==> config.mk <==
export PLATFORM = sky130hd
export DESIGN_NAME = flash_cmd_addr_decoder
export DESIGN_NICKNAME = d
export VERILOG_FILES = /design/src/rtl/fcad_pkg.sv /design/src/rtl/fcad_ctrl.sv /design/src/rtl/fcad_addr.sv /design/src/rtl/flash_cmd_addr_decoder.sv
export SDC_FILE = /design/constraint.sdc
export NUM_CORES = 1
export LEC_CHECK = 0
export BUFFER_PORTS_ARGS = -buffer_cell sky130_fd_sc_hd__buf_2
export CAP_MARGIN = 15
export CORE_UTILIZATION = 55
export CTS_CLUSTER_DIAMETER = 100
export DETAILED_ROUTE_END_ITERATION = 8
export GPL_ROUTABILITY_DRIVEN = 0
export PLACE_DENSITY = 0.85
export SLEW_MARGIN = 20
export SYNTH_ARGS = -nofsm -noshare
export SYNTH_HDL_FRONTEND = slang
export SYNTH_HIERARCHICAL = 1
export SYNTH_SLANG_ARGS = --single-unit
==> constraint.sdc <==
create_clock -name clk -period 4.1 [get_ports clk]
set_input_delay 0.205 -clock clk [delete_from_list [all_inputs] [get_ports clk]]
set_output_delay 0.205 -clock clk [all_outputs]
set_load 0.1 [all_outputs]
==> src/rtl/fcad_pkg.sv <==
package fcad_pkg;

  localparam int ADDR_CNT_W = 3;
  localparam int OFFSET_W   = 12;
  localparam int COL_OUT_W  = 16;

  localparam logic [7:0] OP_READ         = 8'h00;
  localparam logic [7:0] OP_READ_HI      = 8'h01;
  localparam logic [7:0] OP_READ_SPARE   = 8'h50;
  localparam logic [7:0] OP_READ_CONFIRM = 8'h30;
  localparam logic [7:0] OP_READ_NOSER   = 8'h35;
  localparam logic [7:0] OP_COL_CHANGE   = 8'h05;
  localparam logic [7:0] OP_COL_CONFIRM  = 8'hE0;
  localparam logic [7:0] OP_READ_ID      = 8'h90;
  localparam logic [7:0] OP_RESET        = 8'hFF;
  localparam logic [7:0] OP_PROG_SETUP   = 8'h80;
  localparam logic [7:0] OP_PROG_GO      = 8'h10;
  localparam logic [7:0] OP_ERASE_SETUP  = 8'h60;
  localparam logic [7:0] OP_ERASE_GO     = 8'hD0;
  localparam logic [7:0] OP_STATUS       = 8'h70;

  typedef enum logic [1:0] {
    OFS_BASE  = 2'd0,
    OFS_UPPER = 2'd1,
    OFS_SPARE = 2'd2
  } ofsSel_e;

  // strobes from control to the address datapath
  typedef struct packed {
    logic    addrWrite;
    logic    countClear;
    logic    colClear;
    logic    offsetLoad;
    ofsSel_e offsetSel;
  } dpStrobe_t;

  // opcodes that start an operation on the command byte itself
  function automatic logic isImmediate(input logic [7:0] op);
    case (op)
      OP_STATUS, OP_PROG_GO, OP_ERASE_SETUP, OP_ERASE_GO,
      OP_READ_NOSER, OP_COL_CONFIRM, OP_RESET: return 1'b1;
      default:                                 return 1'b0;
    endcase
  endfunction

  // opcodes accepted in every page mode
  function automatic logic isKnown(input logic [7:0] op);
    case (op)
      OP_READ, OP_READ_HI, OP_READ_SPARE, OP_READ_ID, OP_PROG_SETUP,
      OP_STATUS, OP_PROG_GO, OP_ERASE_SETUP, OP_ERASE_GO,
      OP_READ_NOSER, OP_COL_CONFIRM, OP_RESET: return 1'b1;
      default:                                 return 1'b0;
    endcase
  endfunction

endpackage

==> src/rtl/fcad_ctrl.sv <==
module fcad_ctrl
  import fcad_pkg::*;
#(
  parameter bit LARGE_PAGE  = 1'b1,
  parameter bit BIG_DENSITY = 1'b0
) (
  input  logic                  clk,
  input  logic                  rst_n,
  input  logic                  busWrite,
  input  logic                  ceN,
  input  logic                  cle,
  input  logic                  ale,
  input  logic [7:0]            ioIn,
  input  logic [ADDR_CNT_W-1:0] addrCount,
  output dpStrobe_t             strobe,
  output logic                  launch,
  output logic [7:0]            opcode,
  output logic                  illegalCmd
);

  localparam int LAUNCH_AT = LARGE_PAGE ? (BIG_DENSITY ? 5 : 4) : 3;
  localparam logic [ADDR_CNT_W-1:0] LAUNCH_CNT = ADDR_CNT_W'(LAUNCH_AT);
  localparam logic [ADDR_CNT_W-1:0] CNT_ONE    = ADDR_CNT_W'(1);
  localparam logic [ADDR_CNT_W-1:0] CNT_MAX    = '1;

  logic                  cmdCycle;
  logic                  adrCycle;
  logic [ADDR_CNT_W-1:0] nextCount;
  logic [7:0]            opNext;
  logic                  launchNext;
  logic                  illegalSet;

  assign cmdCycle  = busWrite && !ceN && cle;
  assign adrCycle  = busWrite && ale && !cmdCycle;
  assign nextCount = (addrCount == CNT_MAX) ? CNT_MAX : addrCount + 1'b1;

  always_comb begin
    strobe           = '0;
    strobe.offsetSel = OFS_BASE;
    opNext           = opcode;
    launchNext       = 1'b0;
    illegalSet       = 1'b0;
    if (cmdCycle) begin
      if (LARGE_PAGE && opcode == OP_READ && ioIn == OP_READ_CONFIRM) begin
        // confirm after read setup: no effect
      end else if (LARGE_PAGE && ioIn == OP_COL_CHANGE) begin
        strobe.colClear   = 1'b1;
        strobe.countClear = 1'b1;
      end else if (isKnown(ioIn)) begin
        strobe.countClear = (ioIn != OP_COL_CONFIRM);
        launchNext        = isImmediate(ioIn);
        case (ioIn)
          OP_READ: begin
            strobe.offsetLoad = 1'b1;
            strobe.offsetSel  = OFS_BASE;
            opNext            = OP_READ;
          end
          OP_READ_HI: begin
            strobe.offsetLoad = 1'b1;
            strobe.offsetSel  = OFS_UPPER;
            opNext            = OP_READ;
          end
          OP_READ_SPARE: begin
            strobe.offsetLoad = 1'b1;
            strobe.offsetSel  = OFS_SPARE;
            opNext            = OP_READ;
          end
          default: opNext = ioIn;
        endcase
      end else begin
        illegalSet = 1'b1;
      end
    end else if (adrCycle) begin
      strobe.addrWrite = 1'b1;
      if (opcode == OP_READ_ID && nextCount == CNT_ONE) begin
        launchNext = 1'b1;
      end
      if ((opcode == OP_READ || opcode == OP_PROG_SETUP) && nextCount == LAUNCH_CNT) begin
        launchNext = 1'b1;
      end
    end
  end

  always_ff @(posedge clk or negedge rst_n) begin
    if (!rst_n) begin
      opcode     <= OP_READ;
      launch     <= 1'b0;
      illegalCmd <= 1'b0;
    end else begin
      opcode     <= opNext;
      launch     <= launchNext;
      illegalCmd <= illegalCmd | illegalSet;
    end
  end

  // a launch always follows a bus write
  p_launch_after_write_r11: assert property (@(posedge clk) disable iff (!rst_n)
    launch |-> $past(busWrite));

  // the illegal flag never drops outside reset
  p_illegal_sticky_r12: assert property (@(posedge clk) disable iff (!rst_n)
    illegalCmd |=> illegalCmd);

  // an ID launch coincides with exactly one address byte held
  p_id_first_byte_r5: assert property (@(posedge clk) disable iff (!rst_n)
    (launch && opcode == OP_READ_ID) |-> addrCount == CNT_ONE);

  // read/program launch only at the mode's address-cycle count
  p_rw_launch_count_r6: assert property (@(posedge clk) disable iff (!rst_n)
    (launch && (opcode == OP_READ || opcode == OP_PROG_SETUP)) |-> addrCount == LAUNCH_CNT);

  // the column confirm command keeps the byte count
  p_confirm_keeps_count_r10: assert property (@(posedge clk) disable iff (!rst_n)
    (launch && opcode == OP_COL_CONFIRM) |-> $stable(addrCount));

endmodule

==> src/rtl/fcad_addr.sv <==
module fcad_addr
  import fcad_pkg::*;
#(
  parameter bit LARGE_PAGE = 1'b1,
  parameter int ADDR_BYTES = 5
) (
  input  logic                    clk,
  input  logic                    rst_n,
  input  logic [7:0]              ioIn,
  input  dpStrobe_t               strobe,
  output logic [ADDR_CNT_W-1:0]   addrCount,
  output logic [COL_OUT_W-1:0]    colAddr,
  output logic [ADDR_BYTES*8-9:0] rowAddr,
  output logic [OFFSET_W-1:0]     readOffset
);

  localparam int COL_BYTES  = LARGE_PAGE ? 2 : 1;
  localparam int COL_W      = COL_BYTES * 8;
  localparam int ADDR_W     = ADDR_BYTES * 8;
  localparam int ROW_OUT_W  = ADDR_W - 8;
  localparam int PAGE_BYTES = LARGE_PAGE ? 2048 : 512;
  localparam logic [ADDR_CNT_W-1:0] CNT_MAX = '1;

  logic [ADDR_W-1:0] addrFlat;

  for (genvar b = 0; b < ADDR_BYTES; b++) begin : g_lane
    localparam logic [ADDR_CNT_W-1:0] LANE = ADDR_CNT_W'(b);
    localparam bit IS_COL = (b < COL_BYTES);
    logic [7:0] laneQ;
    always_ff @(posedge clk or negedge rst_n) begin
      if (!rst_n) begin
        laneQ <= '0;
      end else if (IS_COL && strobe.colClear) begin
        laneQ <= '0;
      end else if (strobe.addrWrite && addrCount == LANE) begin
        laneQ <= ioIn;
      end
    end
    assign addrFlat[b*8 +: 8] = laneQ;
  end

  always_ff @(posedge clk or negedge rst_n) begin
    if (!rst_n) begin
      addrCount <= '0;
    end else if (strobe.countClear) begin
      addrCount <= '0;
    end else if (strobe.addrWrite && addrCount != CNT_MAX) begin
      addrCount <= addrCount + 1'b1;
    end
  end

  always_ff @(posedge clk or negedge rst_n) begin
    if (!rst_n) begin
      readOffset <= '0;
    end else if (strobe.offsetLoad) begin
      case (strobe.offsetSel)
        OFS_UPPER: readOffset <= OFFSET_W'(256);
        OFS_SPARE: readOffset <= OFFSET_W'(PAGE_BYTES);
        default:   readOffset <= '0;
      endcase
    end
  end

  assign colAddr = COL_OUT_W'(addrFlat[COL_W-1:0]);
  assign rowAddr = ROW_OUT_W'(addrFlat[ADDR_W-1:COL_W]);

  // each accepted address byte advances the count by one
  p_count_step_r4: assert property (@(posedge clk) disable iff (!rst_n)
    (strobe.addrWrite && !strobe.countClear && addrCount != CNT_MAX)
      |=> addrCount == $past(addrCount) + 1'b1);

  // a count restart is seen on the next cycle
  p_count_restart_r10: assert property (@(posedge clk) disable iff (!rst_n)
    strobe.countClear |=> addrCount == '0);

endmodule

==> src/rtl/flash_cmd_addr_decoder.sv <==
module flash_cmd_addr_decoder
  import fcad_pkg::*;
#(
  parameter bit LARGE_PAGE  = 1'b1,
  parameter bit BIG_DENSITY = 1'b0,
  parameter int ADDR_BYTES  = 5
) (
  input  logic                    clk,
  input  logic                    rst_n,
  input  logic                    busWrite,
  input  logic                    ceN,
  input  logic                    cle,
  input  logic                    ale,
  input  logic [7:0]              ioIn,
  output logic                    launch,
  output logic [7:0]              launchOp,
  output logic [COL_OUT_W-1:0]    colAddr,
  output logic [ADDR_BYTES*8-9:0] rowAddr,
  output logic [OFFSET_W-1:0]     readOffset,
  output logic                    illegalCmd
);

  dpStrobe_t             strobe;
  logic [ADDR_CNT_W-1:0] addrCount;

  fcad_ctrl #(
    .LARGE_PAGE (LARGE_PAGE),
    .BIG_DENSITY(BIG_DENSITY)
  ) i_ctrl (
    .clk       (clk),
    .rst_n     (rst_n),
    .busWrite  (busWrite),
    .ceN       (ceN),
    .cle       (cle),
    .ale       (ale),
    .ioIn      (ioIn),
    .addrCount (addrCount),
    .strobe    (strobe),
    .launch    (launch),
    .opcode    (launchOp),
    .illegalCmd(illegalCmd)
  );

  fcad_addr #(
    .LARGE_PAGE(LARGE_PAGE),
    .ADDR_BYTES(ADDR_BYTES)
  ) i_addr (
    .clk       (clk),
    .rst_n     (rst_n),
    .ioIn      (ioIn),
    .strobe    (strobe),
    .addrCount (addrCount),
    .colAddr   (colAddr),
    .rowAddr   (rowAddr),
    .readOffset(readOffset)
  );

endmodule

==> metrics.md, run 1 <==
| Metric | Value |
|---|---|
| Maximum capacitance violations | `0` |
| Netlist Area Pre-Place | `0.00278 mm²` |
| Most frequent cells in the layout | `65 x buf_2, 55 x dfrtp_1, 40 x nand2_1, 24 x mux2_2, 19 x a21oi_1` |
| Most common cell after layout, fill and taps aside | `buf_2` |
| CP Class | `in -> reg` |
| FP Rows | `25` |
| Clock Latency Late Sink | `0.32 ns` |
| Area Growth Syn to Fin | `13.6%` |
| Yosys warning count | `6` |
| Clock-pin slew on the worst setup and hold paths | `0.10 ns` |
| Ys async rst share | `1.00` |
| Origin of the critical flop-to-flop path | `i_ctrl/opcode[1]` |
| Critical Path AT | `2.48 ns` |
| Clock period minus worst slack | `2.32 ns` |
| GRT Overall Usage | `0.235` |
| Worst-Margin Slew | `1.00 ns` |
| DR vias | `2041` |
| DRC Markers | `0` |
| Longest Clk Path Bufs | `2` |
| Fillers | `387` |
| CP Capture Type | `flip-flop` |
| Nets | `335` |
| Fmax | `430 MHz` |
| CTS sink cnt | `55` |
| Routed len/inst | `15.2 µm` |
| First-pass GRT wire length | `9490 µm` |
| Post_cts resized | `0` |
| Fin. Hold Viols | `6` |
| CTS buffer count | `5` |
| Drt total wl | `5790 µm` |
| Initial Util | `0.581` |
| Root Driver | `clkbuf_8` |
| Max-slew violations | `0` |
| Number of synthesized register bits | `55` |
| Die X | `73.1 µm` |
| Core outline area | `0.00479 mm²` |
| Vias per Instance | `5.34` |
| CTS tree | `yes` |
| Hold buffer count at CTS | `0` |
| H-Tree Depth | `2` |
| Layout cells sized above 1 | `0.378` |
| Vias in the first global route | `1926` |
| Max Fanout on Critical Path | `16` |
| DRT antenna net count | `0` |
| IO Count | `84` |
| Total iterations of the first detailed-routing run | `4` |
| Crit-path slowest cell | `nor2_1` |
| Port Buffers | `65` |
| Status | `finished with violations` |
| Unique cell type count in the Yosys netlist | `52` |
| WHS | `-0.00516 ns` |
| Iteration-0 DRC Markers | `190` |
| Die ar. | `0.00534 mm²` |
| DP HPWL | `4030 µm` |
| Worst EP required | `4.26 ns` |
| Failing checks | `negative hold slack` |
| Startpoint Class | `input port` |
| Worst clock skew | `0.00853 ns` |
| EDFF count, synth | `0` |
| Syn_area_per_cell | `11.1 µm²` |
| Diode count | `0` |
| RSZ-0062 raised after global routing | `false` |
| Largest net degree at the start of global routing | `56` |
| Cells after Synth | `250` |
| Worst reg2reg setup slack | `1.94 ns` |
| FF-to-FF path depth | `7` |
| Final setup fails | `0` |
| TNS Setup | `0 ns` |
| Critical-path cell list | `buf_2, or4_4, or3_1, or2_1, nor2_1, a21oi_1` |
| Top FF cell, synth | `dfrtp_1` |
| Remaining Overflow, GRT | `0` |
| Normalized max-slew margin | `0.333` |
| Period utilization | `0.567` |
| Post-CTS setup buffers | `0` |
| CP max stage delay | `0.76 ns` |
| R2r endpoint | `i_addr/readOffset[8]` |
| Hold/Removal Path Class | `in -> async` |
| Initial antenna violation count | `0` |
| Post-synthesis sequential area ratio | `0.495` |
| Die Ht | `73.1 µm` |
area by class of cell:
type                       count  area (µm²)  share of cell area
timing repair buffer          66         333               0.105
inverter                      11        41.3              0.0131
tap                           67        83.8              0.0265
clock inverter                 3        22.5             0.00713
sequential                    55        1380               0.436
multi-input combinational    175        1230               0.390
clock buffer                   5        68.8              0.0218
metal layers:
metal	global-route usage	wire, µm	up-vias
li1	-	-	951
met1	0.335	2620	992
met2	0.366	2750	90
met3	0.0345	351	8
met4	0.0871	74	0
met5	0	0	-
state kept, by name (all words and copies together), names as in the netlist:
signal / count
i_addr/addrCount: 3
i_ctrl/illegalCmd: 1
i_addr/readOffset: 2
i_ctrl/opcode: 8
i_addr/g_lane.laneQ: 40
i_ctrl/launch: 1
synth_stat cells (all sizes together) (2+ instances only):
library cell | count | area, µm²
mux2 | 28 | 330
nand3 | 3 | 40.0
inv | 11 | 41.3
a21o | 2 | 15.0
or2 | 2 | 12.5
nand4 | 3 | 18.8
ha | 7 | 87.6
nor4 | 5 | 37.5
a21oi | 19 | 95.1
nor3 | 2 | 21.3
a211oi | 3 | 32.5
nor2 | 9 | 36.3
dfrtp | 55 | 1380
buf | 24 | 185
mux2i | 5 | 50.1
nand2 | 41 | 156
o21ai | 4 | 20.0
nand3b | 4 | 37.5
clkbuf | 2 | 7.51
and3b | 3 | 28.8
worst max-delay path, delay by kind of cell:
kind | cells | cell delay (ns)
AND/OR/NAND/NOR | 4 | 1.97
buffers and inverters | 1 | 0.19
AO/OA/AOI/OAI | 1 | 0.11
per-stage QoR:
stage | util | hold WS [ns] | setup WS [ns] | cells | area [µm²]
after floorplan | - | -0.0906 | 1.73 | 267 | 2840
after global placement | 0.641 | 0.364 | 1.56 | 374 | 3070
after detailed placement | 0.641 | 0.373 | 1.46 | 374 | 3070
after CTS | 0.660 | 0.0245 | 1.78 | 382 | 3160
after global routing | 0.660 | 0.0731 | 1.64 | 382 | 3160
final | 0.660 | -0.00516 | 1.78 | 382 | 3160
worst max path at each step:
stage,startpoint,end,cells past startpoint
after floorplan,i_ctrl/opcode[1],i_addr/readOffset[11],6
after CTS,ioIn[7],i_addr/g_lane[1].laneQ[4],6
after global placement,ioIn[7],i_addr/g_lane[1].laneQ[4],6
after detailed placement,ioIn[7],i_addr/g_lane[0].laneQ[2],6
final,ioIn[7],i_addr/g_lane[1].laneQ[4],6
after global routing,ioIn[7],i_addr/g_lane[1].laneQ[4],6
logic make-up after synthesis:
| kind of cell | Yosys count | share of synthesized area |
|---|---|---|
| simple gates | 81 | 0.167 |
| flops | 55 | 0.495 |
| buf+inv | 37 | 0.0842 |
| compound gates | 35 | 0.0810 |
| mux | 33 | 0.137 |
| fa+ha+maj | 7 | 0.0315 |
| other cells | 1 | 0.00135 |
| xor+xnor | 1 | 0.00315 |
Power of run 1 is not shown: default switching activity piles up to over one toggle a cycle in this logic, so the estimate is an artifact.
==> run 2: changes to the inputs <==
--- a/config.mk
+++ b/config.mk
@@ -5,13 +5,14 @@
 export SDC_FILE = /design/constraint.sdc
 export NUM_CORES = 1
 export LEC_CHECK = 0
+export ABC_AREA = 1
 export BUFFER_PORTS_ARGS = -buffer_cell sky130_fd_sc_hd__buf_2
 export CAP_MARGIN = 15
-export CORE_UTILIZATION = 55
+export CORE_UTILIZATION = 52
 export CTS_CLUSTER_DIAMETER = 100
 export DETAILED_ROUTE_END_ITERATION = 8
 export GPL_ROUTABILITY_DRIVEN = 0
-export PLACE_DENSITY = 0.85
+export PLACE_DENSITY = 0.8
 export SLEW_MARGIN = 20
 export SYNTH_ARGS = -nofsm -noshare
 export SYNTH_HDL_FRONTEND = slang
==> constraint.sdc (replaced) <==
create_clock -name clk -period 2.29 [get_ports clk]
set_input_delay 0.1145 -clock clk [delete_from_list [all_inputs] [get_ports clk]]
set_output_delay 0.1145 -clock clk [all_outputs]
set_load 0.1 [all_outputs]
==> metrics.md, run 2 <==
| Metric | Value |
|---|---|
| CP Class | `reg -> reg` |
| Core outline area | `0.00520 mm² (+8.8%)` |
| Post-synthesis sequential area ratio | `0.483 (-0.0122)` |
| Drt total wl | `6030 µm (+4.1%)` |
| Clock-pin slew on the worst setup and hold paths | `0.10 ns (about the same)` |
| Status | `complete, no violations` |
| Cell count along the critical path | `12 (+6)` |
| H-Tree Depth | `2 (unchanged)` |
| Crit. Startpoint | `i_ctrl/opcode[5]` |
| Design area | `0.00328 mm² (+3.9%)` |
| CTS tree | `yes` |
| TNS Setup | `0 ns (unchanged)` |
| Ys async rst share | `1.00 (unchanged)` |
| Top Registers | `i_addr/g_lane.laneQ (40), i_ctrl/opcode (8), i_addr/addrCount (3)` |
| IO Count | `84 (unchanged)` |
| Yosys top cell area share | `0.483 (-0.0122)` |
| Ranking of synthesized cells by area | `dfrtp_1 48%, nand2_1 13%, nand3_1 6.8%, buf_4 5.0%, nor2_1 4.2%` |
| Register area | `0.00138 mm² (unchanged)` |
| Vias per Instance | `4.94 (-7.5%)` |
| Routed len/inst | `12.4 µm (-18%)` |
| Vias in the first global route | `2184 (+13%)` |
| CP max stage delay | `0.42 ns (-0.34 ns)` |
| Top FF cell, synth | `dfrtp_1` |
| Unique cell type count in the Yosys netlist | `25 (-52%)` |
| Syn_area_per_cell | `8.24 µm² (-26%)` |
| DRT antenna net count | `0 (unchanged)` |
| Die X | `76.0 µm (+4.0%)` |
| Fillers | `478 (+24%)` |
| EDFF count, synth | `0 (unchanged)` |
| Critical path buffers and inverters | `3 (+2)` |
| Total iterations of the first detailed-routing run | `4 (unchanged)` |
| Clock Latency Late Sink | `0.32 ns (about the same)` |
| Area Growth Syn to Fin | `15.1%` |
| R2r endpoint | `i_addr/addrCount[0]` |
| Most frequent cells in the layout | `95 x nand2_1, 65 x buf_2, 55 x dfrtp_1, 39 x nand3_1, 32 x nor2_1` |
| Yosys warning count | `6 (unchanged)` |
| Fmax | `613 MHz` |
| DP Area | `0.00317 mm² (+3.4%)` |
| Origin of the critical flop-to-flop path | `i_ctrl/opcode[5]` |
| Worst-Margin Slew | `0.670 ns (-0.330 ns)` |
| Crit-path slowest cell | `dfrtp_1` |
| Critical-path cell list | `nor2_1, nand2_1, nor2_1, nand3_1, nand2_1, nor2_1, buf_4, inv_1, nand2_1, inv_1, nand3_1, nand2_1` |
| Number of synthesized register bits | `55 (unchanged)` |
| Count leader, synth | `nand2_1` |
| Clock period minus worst slack | `1.63 ns` |
| Critical Path AT | `1.88 ns (-0.60 ns)` |
| Maximum capacitance violations | `0 (unchanged)` |
| Root Driver | `clkbuf_8` |
| Max FFs per register | `40 (unchanged)` |
| Initial Util | `0.548 (-0.0333)` |
| GRT Overall Usage | `0.220 (-0.0158)` |
| Port Buffers | `65 (unchanged)` |
| CTS sink cnt | `55 (unchanged)` |
| CTS buffer count | `5 (unchanged)` |
| Cells after Synth | `346 (+38%)` |
| Max-slew violations | `0 (unchanged)` |
| Die Ht | `76.0 µm (+4.0%)` |
| CP Capture Type | `flip-flop` |
| Family with the most delay on the worst path | `simple AND/OR/NAND/NOR gates` |
| Diode count | `0 (unchanged)` |
| DP HPWL | `4470 µm (+11%)` |
| Area of the multi-input gates | `0.00123 mm² (-0.10%)` |
| Largest Register | `i_addr/g_lane.laneQ` |
| Hold/Removal Path Class | `in -> reg` |
| Period utilization | `0.712` |
| Largest net degree at the start of global routing | `56 (unchanged)` |
| Area leader, netlist | `dfrtp_1` |
| Worst path most repeated cell | `nand2_1` |
| Layout cells sized above 1 | `0.269 (-0.109)` |
| DRC Markers | `0 (unchanged)` |
| Iteration-0 DRC Markers | `117 (-38%)` |
| Netlist Area Pre-Place | `0.00285 mm² (+2.5%)` |
| FP Rows | `26 (+4.0%)` |
| Fin. Hold Viols | `0 (-6)` |
| FF-to-FF path depth | `12 (+5)` |
| Remaining Overflow, GRT | `0 (unchanged)` |
| Normalized max-slew margin | `0.553 (+0.220)` |
| Worst clock skew | `0.0148 ns (+0.00631 ns)` |
| Max Fanout on Critical Path | `10 (-6)` |
| Post_cts resized | `0 (unchanged)` |
| Die ar. | `0.00578 mm² (+8.2%)` |
| DR vias | `2402 (+18%)` |
| Post-synth top cells | `95 x nand2_1, 55 x dfrtp_1, 39 x nand3_1` |
| Startpoint Class | `flip-flop` |
| RSZ-0062 raised after global routing | `false` |
| First-pass GRT wire length | `10100 µm (+6.5%)` |
| Fin util | `0.631 (-0.0296)` |
| Worst reg2reg setup slack | `0.66 ns (-1.28 ns)` |
| Final setup fails | `0 (unchanged)` |
| Worst Setup EP | `i_addr/addrCount[0]` |
| Initial antenna violation count | `0 (unchanged)` |
| Longest Clk Path Bufs | `2 (unchanged)` |
| Most common cell after layout, fill and taps aside | `nand2_1` |
| Worst EP required | `2.54 ns (-1.72 ns)` |
| Nets | `436 (+30%)` |
-- run 2: cell type report --
class	count	area share
Clock buffer	6	0.0252
Sequential cell	55	0.419
Inverter	32	0.0366
Tap cell	70	0.0267
Timing Repair Buffer	70	0.111
Clock inverter	2	0.00534
Multi-Input combinational cell	251	0.376
-- run 2: logic make-up after synthesis --
logic type      share of synthesized area
compound gates                     0.0698
flops                               0.483
fa+ha+maj                          0.0307
simple gates                        0.308
buf+inv                             0.107
other cells                       0.00132
-- run 2: how the worst min path moves through the flow --
stage	to	slack, ns	start	cells after the start
after floorplan	i_addr/addrCount[0]	-0.18	rst_n	0
after global placement	i_addr/g_lane[2].laneQ[1]	0.28	rst_n	2
after detailed placement	i_addr/g_lane[2].laneQ[1]	0.28	rst_n	2
after CTS	i_ctrl/opcode[5]	0.08	ioIn[5]	3
after global routing	i_ctrl/opcode[5]	0.11	ioIn[5]	3
final	i_ctrl/opcode[5]	0.09	ioIn[5]	3
-- run 2: what timing repair did --
item | in CTS | in global routing
hold buffers | 1 | 0
endpoints found under the hold margin | 55 | 0
buffers inserted | 0 | 0
-- run 2: per-layer routing --
layer | vias up | share of wire | track usage
met4 | 0 | 0.0086 | 0.0481
met2 | 77 | 0.51 | 0.379
met3 | 5 | 0.055 | 0.0383
met5 | - | 0 | 0
met1 | 1127 | 0.43 | 0.291
li1 | 1193 | - | -
-- run 2: metrics by stage --
step	setup slack, ns	cells	hold WS [ns]
floorplan	0.122	363	-0.181
global placement	0.732	477	0.277
detailed placement	0.701	477	0.280
CTS	0.671	486	0.0822
global route	0.482	486	0.114
finish	0.659	486	0.0921
-- run 2: worst register-to-register path, cell delays in order (launching register included) --
cell and delay [ns]:
dfrtp_1 0.42, nor2_1 0.16, nand2_1 0.09, nor2_1 0.10, nand3_1 0.08, nand2_1 0.08
nor2_1 0.04, buf_4 0.16, inv_1 0.05, nand2_1 0.05, inv_1 0.14, nand3_1 0.11
nand2_1 0.07
Power of run 2 is left out for the same reason.
